### src/rtl/iofrz_pkg.sv
// Shared definitions for the IO bank freeze sequencer.
// Assumes a five-line control word with the bit order listed below.
package iofrz_pkg;

    localparam int CTL_W    = 5;
    localparam int BIT_CFG  = 0;
    localparam int BIT_HOLD = 1;
    localparam int BIT_TRI  = 2;
    localparam int BIT_PULL = 3;
    localparam int BIT_SLEW = 4;

    localparam logic [CTL_W-1:0] CTL_FROZEN = '0;
    localparam logic [CTL_W-1:0] CTL_THAWED = '1;

    typedef enum logic [2:0] {
        SQ_FROZEN,
        SQ_FRZ_WAIT,
        SQ_THAWED,
        SQ_THW_WAIT1,
        SQ_THW_WAIT2
    } sq_state_t;

    typedef enum logic [2:0] {
        STEP_NONE,
        STEP_FRZ_OUTER,
        STEP_FRZ_INNER,
        STEP_THW_INNER,
        STEP_THW_PULL,
        STEP_THW_SLEW
    } step_t;

    // Lines pulled to their frozen level by a step.
    function automatic logic [CTL_W-1:0] step_clr_mask(step_t s);
        logic [CTL_W-1:0] m;
        m = '0;
        case (s)
            STEP_FRZ_OUTER: begin
                m[BIT_SLEW] = 1'b1;
                m[BIT_PULL] = 1'b1;
                m[BIT_TRI]  = 1'b1;
            end
            STEP_FRZ_INNER: begin
                m[BIT_HOLD] = 1'b1;
                m[BIT_CFG]  = 1'b1;
            end
            default: m = '0;
        endcase
        return m;
    endfunction

    // Lines released to their operating level by a step.
    function automatic logic [CTL_W-1:0] step_set_mask(step_t s);
        logic [CTL_W-1:0] m;
        m = '0;
        case (s)
            STEP_THW_INNER: begin
                m[BIT_HOLD] = 1'b1;
                m[BIT_CFG]  = 1'b1;
            end
            STEP_THW_PULL: begin
                m[BIT_PULL] = 1'b1;
                m[BIT_TRI]  = 1'b1;
            end
            STEP_THW_SLEW: m[BIT_SLEW] = 1'b1;
            default:       m = '0;
        endcase
        return m;
    endfunction

endpackage

### src/rtl/iofrz_step_timer.sv
// Step spacing timer.
// It captures the step delay when a sequence starts and then counts the
// wait between steps. A delay of zero is treated as one cycle.
// Assumes that start and reload are never both high.
module iofrz_step_timer #(
    parameter int DLY_W = 8
) (
    input  logic             clk,
    input  logic             rst_n,
    input  logic             start,
    input  logic             reload,
    input  logic [DLY_W-1:0] dly_in,
    output logic             expired
);
    localparam logic [DLY_W-1:0] ONE = DLY_W'(1);

    logic [DLY_W-1:0] dly_q;
    logic [DLY_W-1:0] cnt_q;
    logic [DLY_W-1:0] dly_sel;
    logic [DLY_W-1:0] load_val;

    // Pick the fresh delay at the start of a sequence, the held one otherwise.
    always_comb begin
        dly_sel  = start ? dly_in : dly_q;
        load_val = (dly_sel == '0) ? '0 : dly_sel - ONE;
    end

    // Hold the delay for the duration of the sequence.
    always_ff @(posedge clk) begin
        if (!rst_n)     dly_q <= '0;
        else if (start) dly_q <= dly_in;
    end

    // Count down the remaining wait cycles.
    always_ff @(posedge clk) begin
        if (!rst_n)                cnt_q <= '0;
        else if (start || reload)  cnt_q <= load_val;
        else if (cnt_q != '0)      cnt_q <= cnt_q - ONE;
    end

    assign expired = (cnt_q == '0);

endmodule

### src/rtl/iofrz_seq_fsm.sv
// Sequencing state machine.
// It accepts requests only while idle, with freeze taking priority over
// thaw, and it issues one step code at each edge where a line group
// changes. It assumes that the timer reports expiry D cycles after each
// load.
module iofrz_seq_fsm
    import iofrz_pkg::*;
(
    input  logic  clk,
    input  logic  rst_n,
    input  logic  frz_req,
    input  logic  thw_req,
    input  logic  expired,
    output logic  start,
    output logic  reload,
    output step_t step,
    output logic  busy,
    output logic  thawed
);
    sq_state_t state_q, state_d;

    // Decide the next state and the step applied at this edge.
    always_comb begin
        state_d = state_q;
        step    = STEP_NONE;
        start   = 1'b0;
        reload  = 1'b0;
        case (state_q)
            SQ_FROZEN: begin
                if (!frz_req && thw_req) begin
                    step    = STEP_THW_INNER;
                    start   = 1'b1;
                    state_d = SQ_THW_WAIT1;
                end
            end
            SQ_THAWED: begin
                if (frz_req) begin
                    step    = STEP_FRZ_OUTER;
                    start   = 1'b1;
                    state_d = SQ_FRZ_WAIT;
                end
            end
            SQ_FRZ_WAIT: begin
                if (expired) begin
                    step    = STEP_FRZ_INNER;
                    state_d = SQ_FROZEN;
                end
            end
            SQ_THW_WAIT1: begin
                if (expired) begin
                    step    = STEP_THW_PULL;
                    reload  = 1'b1;
                    state_d = SQ_THW_WAIT2;
                end
            end
            SQ_THW_WAIT2: begin
                if (expired) begin
                    step    = STEP_THW_SLEW;
                    state_d = SQ_THAWED;
                end
            end
            default: state_d = SQ_FROZEN;
        endcase
    end

    // State register; reset lands in the frozen state.
    always_ff @(posedge clk) begin
        if (!rst_n) state_q <= SQ_FROZEN;
        else        state_q <= state_d;
    end

    // Status reflects the starting state until the final step lands.
    always_comb begin
        busy   = (state_q == SQ_FRZ_WAIT) || (state_q == SQ_THW_WAIT1) ||
                 (state_q == SQ_THW_WAIT2);
        thawed = (state_q == SQ_THAWED) || (state_q == SQ_FRZ_WAIT);
    end

endmodule

### src/rtl/iofrz_ctl_drive.sv
// Control line register bank.
// Each line is registered on its own and moves only when the current
// step names it in its clear or set mask. It assumes that no step
// both clears and sets the same line.
module iofrz_ctl_drive
    import iofrz_pkg::*;
(
    input  logic             clk,
    input  logic             rst_n,
    input  step_t            step,
    output logic [CTL_W-1:0] ctl
);
    logic [CTL_W-1:0] clr_m;
    logic [CTL_W-1:0] set_m;

    // Expand the step code into per-line masks.
    always_comb begin
        clr_m = step_clr_mask(step);
        set_m = step_set_mask(step);
    end

    for (genvar b = 0; b < CTL_W; b++) begin : g_line
        // One flop per line, reset to its frozen level.
        always_ff @(posedge clk) begin
            if (!rst_n)        ctl[b] <= CTL_FROZEN[b];
            else if (clr_m[b]) ctl[b] <= 1'b0;
            else if (set_m[b]) ctl[b] <= 1'b1;
        end
    end

endmodule

### src/rtl/io_freeze_seq.sv
// IO bank freeze sequencer, top level.
// It joins the state machine, the step timer and the line registers.
// It assumes that requests are single-cycle pulses, synchronous to clk.
module io_freeze_seq
    import iofrz_pkg::*;
#(
    parameter int DLY_W = 8
) (
    input  logic             clk,
    input  logic             rst_n,
    input  logic             frz_req,
    input  logic             thw_req,
    input  logic [DLY_W-1:0] step_dly,
    output logic             slew_n,
    output logic             pullup_n,
    output logic             tristate_n,
    output logic             bushold_n,
    output logic             cfg_done,
    output logic             thawed,
    output logic             busy
);
    logic             start;
    logic             reload;
    logic             expired;
    step_t            step;
    logic [CTL_W-1:0] ctl;

    iofrz_seq_fsm u_fsm (
        .clk     (clk),
        .rst_n   (rst_n),
        .frz_req (frz_req),
        .thw_req (thw_req),
        .expired (expired),
        .start   (start),
        .reload  (reload),
        .step    (step),
        .busy    (busy),
        .thawed  (thawed)
    );

    iofrz_step_timer #(.DLY_W(DLY_W)) u_timer (
        .clk     (clk),
        .rst_n   (rst_n),
        .start   (start),
        .reload  (reload),
        .dly_in  (step_dly),
        .expired (expired)
    );

    iofrz_ctl_drive u_drive (
        .clk   (clk),
        .rst_n (rst_n),
        .step  (step),
        .ctl   (ctl)
    );

    assign slew_n     = ctl[BIT_SLEW];
    assign pullup_n   = ctl[BIT_PULL];
    assign tristate_n = ctl[BIT_TRI];
    assign bushold_n  = ctl[BIT_HOLD];
    assign cfg_done   = ctl[BIT_CFG];

endmodule

### config.mk
export PLATFORM = sky130hd
export DESIGN_NAME = io_freeze_seq
export DESIGN_NICKNAME = d
export VERILOG_FILES = /design/src/rtl/iofrz_pkg.sv /design/src/rtl/iofrz_step_timer.sv /design/src/rtl/iofrz_seq_fsm.sv /design/src/rtl/iofrz_ctl_drive.sv /design/src/rtl/io_freeze_seq.sv
export SDC_FILE = /design/constraint.sdc
export NUM_CORES = 1
export LEC_CHECK = 0
export BUFFER_PORTS_ARGS = -buffer_cell sky130_fd_sc_hd__buf_2
export CORE_AREA = 2 2 55 57
export DETAILED_ROUTE_END_ITERATION = 8
export DIE_AREA = 0 0 57 59
export PLACE_DENSITY = 0.74
export SLEW_MARGIN = 10
export SYNTH_ARGS = -nofsm -noshare
export SYNTH_HDL_FRONTEND = slang
export SYNTH_SLANG_ARGS = --single-unit
### constraint.sdc
create_clock -name clk -period 3.2 [get_ports clk]
set_clock_uncertainty 0.1 [all_clocks]
set_input_delay 0.32 -clock clk [delete_from_list [all_inputs] [get_ports clk]]
set_output_delay 0.32 -clock clk [all_outputs]
set_load 0.005 [all_outputs]
# After elaboration in Yosys (flattened, before gate mapping)
# Cells that the tools add are included.
# totals
out_inout_bits	7
reg_bits	24
# op_classes
n_bitwise	1
muxes	26
n_eq_ne	14
n_reduce_logical	17
n_addsub	2
# ops
op	n
$mux 8	4
$pmux 3 s5	2
$mux 3	8
$logic_not 8->1	2
$sub 8x1->8 const B	2
$eq 3x2->1 const B	4
$mux 2	5
$reduce_or 2->1	5
$eq 3x3->1 const B	3
$ne 2x2->1 const B	4
$reduce_bool 8->1	1
$eq 3x1->1 const B	2
$mux 1	6
$reduce_and 5->1	1
$logic_or 1x1->1	4
$logic_not 3->1	1
$ne 2x1->1 const B	1
$pmux 1 s2	1
$reduce_bool 2->1	1
$logic_and 1x1->1	1
$logic_not 1->1	1
$not 1->1	1

# Depth between registers and ports, before layout
# Gate-level depths: netlist (run 1).
# depth
ltp_word	8
depth_mapped	11

# Hierarchy
# From an unflattened synthesis (run 1), not the netlist that was laid out.
# hier_totals
cells_unflattened	157
hier_area_um2	1390.1
# modules_own_cells
mod	area_each_um2	seq_area_each_um2	cells_each	n_inst
iofrz_step_timer	1003.5	320.3	109	1
iofrz_seq_fsm	244.0	60.1	33	1
iofrz_ctl_drive	142.6	60.1	15	1

# Worst setup path before layout (run 1)
# Ideal clock, no wire load.
# synth_path
kind	register to register
from	reg u_fsm.state_q[1]
to	reg u_timer.cnt_q[6]
slack_ns	0.612
n_path_buf	2
period_less_slack_ns	2.588
t_required_ns	3.026
t_arrival_ns	2.414
path_stages_with_launch	12
setup_time_ns	0.074
path_cell_list	dfxtp_1 buf_6 or3b_4 a211o_1 buf_6 mux2i_2 ha_1 inv_1 or3_1 a21oi_1 o211ai_1 o21ai_0
# synth_via
elab_chain_cells	6
word_cells_on_any_way	12
cone_classes	add/sub: 1; eq/ne: 2; mux: 5; reduce/logical: 4
# synth_rtl
item	line_no	source
start: declaration	iofrz_seq_fsm.sv:20	sq_state_t state_q, state_d;
start signal: assignment	iofrz_seq_fsm.sv:69	else state_q <= state_d;
$eq 3x2->1 / $logic_not 3->1 (equally long branches)	iofrz_seq_fsm.sv:28	case (state_q)
$pmux 1 s2	iofrz_seq_fsm.sv:28	
$mux 8	-	
$sub 8x1->8 / $logic_not 8->1 (equally long branches)	iofrz_step_timer.sv:25	load_val = (dly_sel == '0) ? '0 : dly_sel - ONE;
$mux 8	iofrz_step_timer.sv:25	
$mux 8	iofrz_step_timer.sv:37	else if (start || reload) cnt_q <= load_val;
end signal: assignment	iofrz_step_timer.sv:37	
end signal: assignment	iofrz_step_timer.sv:38	else if (cnt_q != '0) cnt_q <= cnt_q - ONE;
end: declaration	iofrz_step_timer.sv:18	logic [DLY_W-1:0] cnt_q;
# Several ways; a longest one is shown, not always the timed one.
# A chain may end at the register's enable or synchronous reset.

# Worst setup path in the final report (run 1)
# layout_path
from	reg u_fsm.state_q[1]
to	reg u_timer.cnt_q[3]
# The elaborated chain is that of the path after synthesis.

==> metrics, run 1 <==
clk root buf clkbuf_4; GRT Resource Usage Total 0.205; Syn Nets 194; diode count 0; Hold Buf Count CTS 0; Die X 57 um; initial DRC count 75; Vias/cell 5.86; Fin Setup TNS 0 ps; Clk pwr share 0.162; Seq cells post-synth 22; Int Pwr 0.774 mW; placed cell count 219; Final Max Tran Viols 0; Cells after Synth 178; area grow syn2layout 8.85%; total grt overflow 0; Placement Cell Area roughly 1600 um^2; most common cell in the netlist dfxtp_1; H-tree Lvls 1; Async SR Flop Fraction 0; fin crit period 2880 ps; synthesized cell area 1480 um^2; Setup crit start u_fsm.state_q[1]; main flop type after synthesis dfxtp_1; post-CTS sizing 0; CP startpoint kind register; first-pass GRT wire length 5.53 mm; # clock sinks 22; P_sw 0.552 mW; worst reg2reg path startpoint u_fsm.state_q[1]; maximum clock rate 0.348 GHz; Post-synth EDFFs 0; area leader, netlist dfxtp_1; drt wl/cell 14.3 um; Finish-stage setup viols 0; Worst Path Required between 3000 and 4000 ps; core area 2710 um^2; IO Port Bufs 18; Setup Fix Bufs, Post-CTS 0; synth top area cells dfxtp_1, a21oi_1, nand2_1; fin crit share 0.899; top cell type's share of synthesized area 0.297; Reg clk slew, reported paths 130 ps; Leak 0.641 nW; combinational power share 0.515; top fanout value on the critical path 10; final hold vios 0; sequential power share 0.323; Antenna Nets Post-Route 0; RSZ-0062 raised after global routing no; Final nets about 210; gpl congestion 0.907; total power 1.33 mW; Design Area, Final about 1600 um^2; Peak VDD IR 0.547 mV; Initial DRT Pass Iterations 4; number of max-cap violations 0; R2R Setup Slk 320 ps; post-synth cell types 46; outcome finished clean; Via Count approximately 1.3k; TritonCTS clock tree built; number of CTS-inserted buffers 3; clock buffer depth 2; slew at the pin closest to its max-slew limit 520 ps; Max-slew headroom 0.644; HPWL after DPL between 2 and 2.5 mm; Starting Density 0.548; FP Rows 19; Avg Cell Area, Syn 8.34 um^2; Post-synth top cells dfxtp_1, a21oi_1, nand2_1; R2R Path End u_timer.cnt_q[3]; # DRC 0; wirelength, routed 3.19 mm; Worst EP arrival 3020 ps; sequential element share of the synthesized area 0.297; CP Capture Point u_timer.cnt_q[3]; final hold slack 183 ps; power density over the cells 821 nW/um^2; Hold Crit Start step_dly[5]; worst skew pair latency 310 ps; largest net degree at the start of global routing 19; r2r worst-path depth 8; Synth Warn # 0; non-filler cells in the finished layout 223; I/O pins 19; Switching Share 0.416; Critical Path Sink Type register; Die Y between 50 and 60 um; Setup CP Type register to register; Die ar. 3360 um^2; class of the worst hold path input pin to register; initial antenna violation count 0; vias in the first global route 1202; fraction of layout cells with a size suffix above 1 0.177
-- routing by layer --
layer / wire [um] / track usage
met5: 0 / 0
met4: 35 / 0.0598
met3: 114 / 0.0197
met2: 1480 / 0.343
met1: 1550 / 0.282
-- state kept, by name (all words and copies together), names as in the netlist --
name           cells
u_drive.ctl        3
u_timer.cnt_q      8
u_timer.dly_q      8
u_fsm.state_q      3
-- layout make-up --
cell class / count / area (um^2)
sequential: 22 / 440
timing repair buffer: 20 / 105
multi-input combinational: 142 / 963
clock inverter: 1 / 30.0
inverter: 4 / 15.0
tap: 31 / 38.8
fill: 253 / 1090
clock buffer: 3 / 22.5
-- kinds of logic after synthesis --
| kind of cell | Yosys count | share of synthesized area |
|---|---|---|
| and+or+nand+nor | 67 | 0.248 |
| AOI/OAI and AO/OA | 53 | 0.234 |
| DFF | 22 | 0.297 |
| buffers and inverters | 14 | 0.0540 |
| xor gates and xnor gates | 10 | 0.0590 |
| muxes | 8 | 0.0742 |
| adders and majority gates | 4 | 0.0337 |
-- power by group through the flow --
stage	Sequential (mW)	Combinational (mW)	Clock, mW
finish	0.428	0.683	0.215
global route	0.441	0.771	0.228
CTS	0.426	0.681	0.218
detailed placement	0.432	0.676	0
global placement	0.424	0.667	0
floorplan	0.407	0.568	0
-- per-stage QoR --
stage                     utilization  worst slack (ps)
final                           0.596               323
after global routing            0.596               109
after CTS                       0.596               358
after detailed placement        0.577               382
after global placement          0.577               431
after floorplan                     -               612
-- layout by cell type (no fill, tap or decap), types with 2 or more instances in the layout --
cell type and count:
xor2_1 5, nor3_1 3, o32ai_1 3, buf_4 2, mux2i_4 2, nor4b_1 2
nor2b_1 5, nand3_1 6, a21boi_0 5, nand2_1 15, clkbuf_4 3, dfxtp_1 22
o211ai_1 3, buf_2 18, a21oi_1 15, xnor2_1 5, nor2_1 13, inv_1 4
o21a_1 2, nor4_1 4, ha_1 4, o31ai_1 5, mux2i_1 4, o21ai_0 11
or4_1 5, or3_1 3, nor3b_1 4
-- worst max-delay path, cell delays in order (launching register included) --
cell	delay, ps
dfxtp_1	430
or3b_4	450
a211o_1	410
mux2i_2	220
ha_1	220
nor4b_1	140
mux2i_1	430
o2111ai_1	220
a21oi_1	180
-- how the worst min path moves through the flow --
stage | endpoint | slack (ps) | depth (start not counted)
floorplan | u_drive.ctl[2] | 350 | 2
global placement | u_drive.ctl[2] | 340 | 2
detailed placement | u_drive.ctl[2] | 350 | 2
CTS | u_timer.dly_q[5] | 180 | 3
global route | u_timer.dly_q[6] | 200 | 3
finish | u_timer.dly_q[5] | 180 | 3
No activity file was read; power rests on OpenSTA's default activity.
==> run 2, diff against run 1 <==
--- a/config.mk
+++ b/config.mk
@@ -10,6 +10,7 @@
 export DETAILED_ROUTE_END_ITERATION = 8
 export DIE_AREA = 0 0 57 59
 export PLACE_DENSITY = 0.74
+export SETUP_SLACK_MARGIN = 0.5
 export SLEW_MARGIN = 10
 export SYNTH_ARGS = -nofsm -noshare
 export SYNTH_HDL_FRONTEND = slang
==> metrics, run 2 (synthesis results as in run 1) <==
maximum clock rate 0.388 GHz; H-tree Lvls 1; outcome finished clean; GRT Resource Usage Total 0.211; final hold slack 177 ps; Switching Share 0.421; clk root buf clkbuf_4; Die Y roughly 59 um; clock buffer depth 2; largest registers u_timer.cnt_q: 8 flops, u_timer.dly_q: 8 flops; cells along the critical path or3b_4 > a211o_4 > mux2i_4 > ha_1 > nor4b_2 > mux2i_4 > o211ai_1 > a21oi_1; TritonCTS clock tree built; wirelength, routed between 3 and 4 mm; P_sw 0.600 mW; Vias/cell 6.11; Reg clk slew, reported paths ~130 ps; largest net degree at the start of global routing 19; RSZ-0062 raised after global routing yes; Starting Density 0.548; # clock sinks 22; diode count 0; Peak VDD IR roughly 0.55 mV; drt wl/cell 15.7 um; combinational power share 0.544; total grt overflow 0; CP dominant cell by count mux2i_4; IO Port Bufs 18; sequential power share 0.303; Worst Path Required 3300 ps; Hold Buf Count CTS 0; gpl congestion 0.907; CP startpoint kind register; Finish-stage setup viols 0; Die ar. 3360 um^2; critical path's largest stage delay 420 ps; initial DRC count 91; Critical Path Sink Type register; Via Count 1387; FILL cells 243; class of the worst hold path input pin to register; power density over the cells 825 nW/um^2; number of max-cap violations 0; # DRC 0; most frequent cells in the layout dfxtp_1, buf_2, nand2_1; Sequential cell area 444 um^2; Worst EP arrival around 2700 ps; first-pass GRT wire length around 5.7 mm; worst skew pair latency 320 ps; Antenna Nets Post-Route 0; Final Max Tran Viols 0; HPWL after DPL 2.45 mm; Setup CP Type register to register; final hold vios 0; area grow syn2layout 16.4%; top fanout value on the critical path 7; CP max-delay cell or3b_4; FP Rows 19; Final nets 213; fin crit share 0.806; DP Worst Slack 382 ps; fraction of layout cells with a size suffix above 1 0.245; Max-slew headroom 0.594; Clk pwr share 0.153; Leak 0.669 nW; initial antenna violation count 0; number of CTS-inserted buffers 3; slew at the pin closest to its max-slew limit 607 ps; Int Pwr 0.824 mW; Die X around 57 um; multi-input logic area 1040 um^2; setup slack after layout between 600 and 700 ps; most common cell after layout, fill and taps aside dfxtp_1; Fin Setup TNS 0 ps; R2R Setup Slk just over 600 ps; I/O pins 19; fin crit period ~2600 ps; vias in the first global route about 1.2k; Initial DRT Pass Iterations 4; core area 2710 um^2
-- run 2: layout make-up --
| cell class | instances | area share |
|---|---|---|
| multi-input cells | 142 | 0.603 |
| flip-flops and latches | 22 | 0.257 |
| repair buffers | 24 | 0.0783 |
| well taps | 31 | 0.0225 |
| clock inverters | 1 | 0.0174 |
| clock buffers | 3 | 0.0130 |
| inverters | 4 | 0.00870 |
-- run 2: timing repair --
item                       in CTS  in global routing
setup buffers                   1                  3
setup endpoints to repair       8                  8
pin swaps                       0                  6
resized for setup               4                 10
-- run 2: worst paths after layout --
kind | start | cells past startpoint | to
setup / recovery | u_fsm.state_q[1] | 8 | u_timer.cnt_q[4]
hold / removal | step_dly[5] | 3 | u_timer.dly_q[5]
setup reg to reg | u_fsm.state_q[1] | 8 | u_timer.cnt_q[4]
hold reg to reg | u_drive.ctl[2] | 2 | u_drive.ctl[2]
-- run 2: per-stage QoR --
step                      utilization  cells  total power, mW  cell area [um^2]
after global routing            0.637    227             1.53              1730
after detailed placement        0.577    219             1.11              1560
after floorplan                     -    178            0.975              1480
final                           0.637    227             1.42              1730
after CTS                       0.607    224             1.34              1650
after global placement          0.577    219             1.09              1560
-- run 2: worst max-delay path, delay by kind of cell (launching register included) --
kind | cells | cell delay (ps)
AND/OR/NAND/NOR | 2 | 760
AO/OA/AOI/OAI | 3 | 620
flip-flops | 1 | 390
multiplexers | 2 | 390
adder cells (fa/ha/maj) | 1 | 200
-- run 2: layer usage --
metal,global-route usage,up-vias,routed length (um)
met5,0,-,0
met4,0.0598,0,34
met3,0.0197,5,121
met2,0.365,34,1820
met1,0.284,652,1590
li1,-,696,-
-- run 2: power by group through the flow --
stage          Combinational (mW)  Clock (mW)  Sequential [mW]
2_1_floorplan               0.568           0            0.407
3_3_place_gp                0.667           0            0.424
3_5_place_dp                0.676           0            0.432
6_report                    0.775       0.218            0.431
4_1_cts                     0.697       0.218            0.427
5_1_grt                     0.862       0.228            0.444
==> run 3, diff against run 2 <==
==> constraint.sdc (replaced) <==
create_clock -name clk -period 2.6 [get_ports clk]
set_clock_uncertainty 0.1 [all_clocks]
set_input_delay 0.26 -clock clk [delete_from_list [all_inputs] [get_ports clk]]
set_output_delay 0.26 -clock clk [all_outputs]
set_load 0.005 [all_outputs]
==> metrics, run 3 (synthesis results as in run 1) <==
Reg clk slew, reported paths 130 ps; worst reg2reg path startpoint u_fsm.state_q[1]; core area 2710 um^2; fin crit share 0.934; Die Y 59 um; class of the worst hold path input pin to register; GRT Resource Usage Total 0.232; Vias/cell 6.22; number of max-cap violations 0; largest net degree at the start of global routing 19; total grt overflow 0; final hold slack 127 ps; Die X 57 um; Final Max Tran Viols 0; # clock sinks 22; worst skew pair latency 310 ps; Worst Path Required 2750 ps; # DRC 0; diode count 0; most common cell after layout, fill and taps aside dfxtp_1; Setup crit start u_fsm.state_q[1]; Final nets 218; clock buffer depth 2; final hold vios 0; Initial DRT Pass Iterations 4; clk root buf clkbuf_4; Via Count between 1k and 1.5k; Starting Density 0.548; I/O pins 19; DP Worst Slack -20.0 ps; FILL cells between 200 and 250; Leak 0.705 nW; fraction of layout cells with a size suffix above 1 0.313; fin util 0.671; slew at the pin closest to its max-slew limit 534 ps; R2R Setup Slk approximately 170 ps; initial antenna violation count 0; Critical Path Sink Type register; total power between 1.5 and 2 mW; Die ar. 3360 um^2; wirelength, routed 3.69 mm; Peak VDD IR 0.626 mV; Setup CP Type register to register; top fanout value on the critical path 6; first-pass GRT wire length 6.18 mm; R2R Path End u_timer.cnt_q[6]; Finish-stage setup viols 0; vias in the first global route 1327; r2r worst-path depth 9; Hold Buf Count CTS 0; largest registers u_timer.cnt_q: 8 flops, u_timer.dly_q: 8 flops; number of CTS-inserted buffers 3; maximum clock rate a little over 0.4 GHz; CP Capture Point u_timer.cnt_q[6]; outcome finished clean; fin crit period approximately 2400 ps; most frequent cells in the layout dfxtp_1, buf_2, a21oi_1; Worst EP arrival 2580 ps; H-tree Lvls 1; drt wl/cell 15.9 um; CP startpoint kind register; TritonCTS clock tree built; IO Port Bufs 18; HPWL after DPL 2.68 mm; RSZ-0062 raised after global routing yes; initial DRC count 83; gpl congestion 0.928; Max-slew headroom 0.640; Fin Setup TNS 0 ps; FP Rows 19; Antenna Nets Post-Route 0; setup slack after layout 172 ps; power density over the cells 977 nW/um^2; area grow syn2layout 22.6%
-- run 3: changes by cell type in the layout (fill, tap and decap cells not counted), sizes merged --
cell,change
bufinv,-1
buf,+5
clkbuf,+1
-- run 3: worst min-delay path by stage --
stage                   start                to  slack [ps]  cells after the start
2_1_floorplan           rst_n  u_timer.cnt_q[1]         300                      2
3_3_place_gp   u_drive.ctl[2]    u_drive.ctl[2]         350                      2
3_5_place_dp   u_drive.ctl[2]    u_drive.ctl[2]         350                      2
4_1_cts           step_dly[5]  u_timer.dly_q[5]         130                      3
5_1_grt           step_dly[5]  u_timer.dly_q[5]         140                      3
6_report          step_dly[4]  u_timer.dly_q[4]         130                      3
-- run 3: through the flow --
| stage | std cells | instance area, um^2 |
|---|---|---|
| after CTS | 231 | 1750 |
| final | 232 | 1820 |
| after detailed placement | 225 | 1670 |
| after global placement | 225 | 1670 |
| after floorplan | 178 | 1540 |
| after global routing | 232 | 1820 |
-- run 3: critical path: stages (launching register included) --
cell      delay [ps]
dfxtp_2          350
or3b_4           380
a211o_4          370
mux2i_4          260
ha_4             190
inv_4             50
or3_1            330
a21oi_1          160
o211ai_1          90
o21ai_1           90
-- run 3: final cells by class --
class / instances / area [um^2] / area share
multi-input combinational: 142 / 1110 / 0.611
clock buffer: 4 / 36.3 / 0.0199
inverter: 4 / 17.5 / 0.00963
timing repair buffer: 29 / 173 / 0.0949
sequential: 22 / 442 / 0.243
tap: 31 / 38.8 / 0.0213
-- run 3: repair_timing --
action,4_1_cts,5_1_grt
setup buffers,2,1
setup endpoints to repair,8,10
pin swaps,6,6
cloned,0,0
resized for setup,6,14
-- run 3: report_power, final --
group	total [mW]	switching [mW]	leakage (nW)	internal (mW)
Sequential	0.534	0.111	0.181	0.422
Combinational	1.05	0.563	0.503	0.484
Clock	0.197	0.111	0.0210	0.0855
Total	1.78	0.785	0.705	0.992
-- run 3: routing by layer --
layer  global-route usage  routed length [um]  up-vias
met2                0.392                1830       48
met4               0.0631                  34        0
met3               0.0218                 173        4
met5                    0                   0        -
met1                0.320                1650      687
li1                     -                   -      705
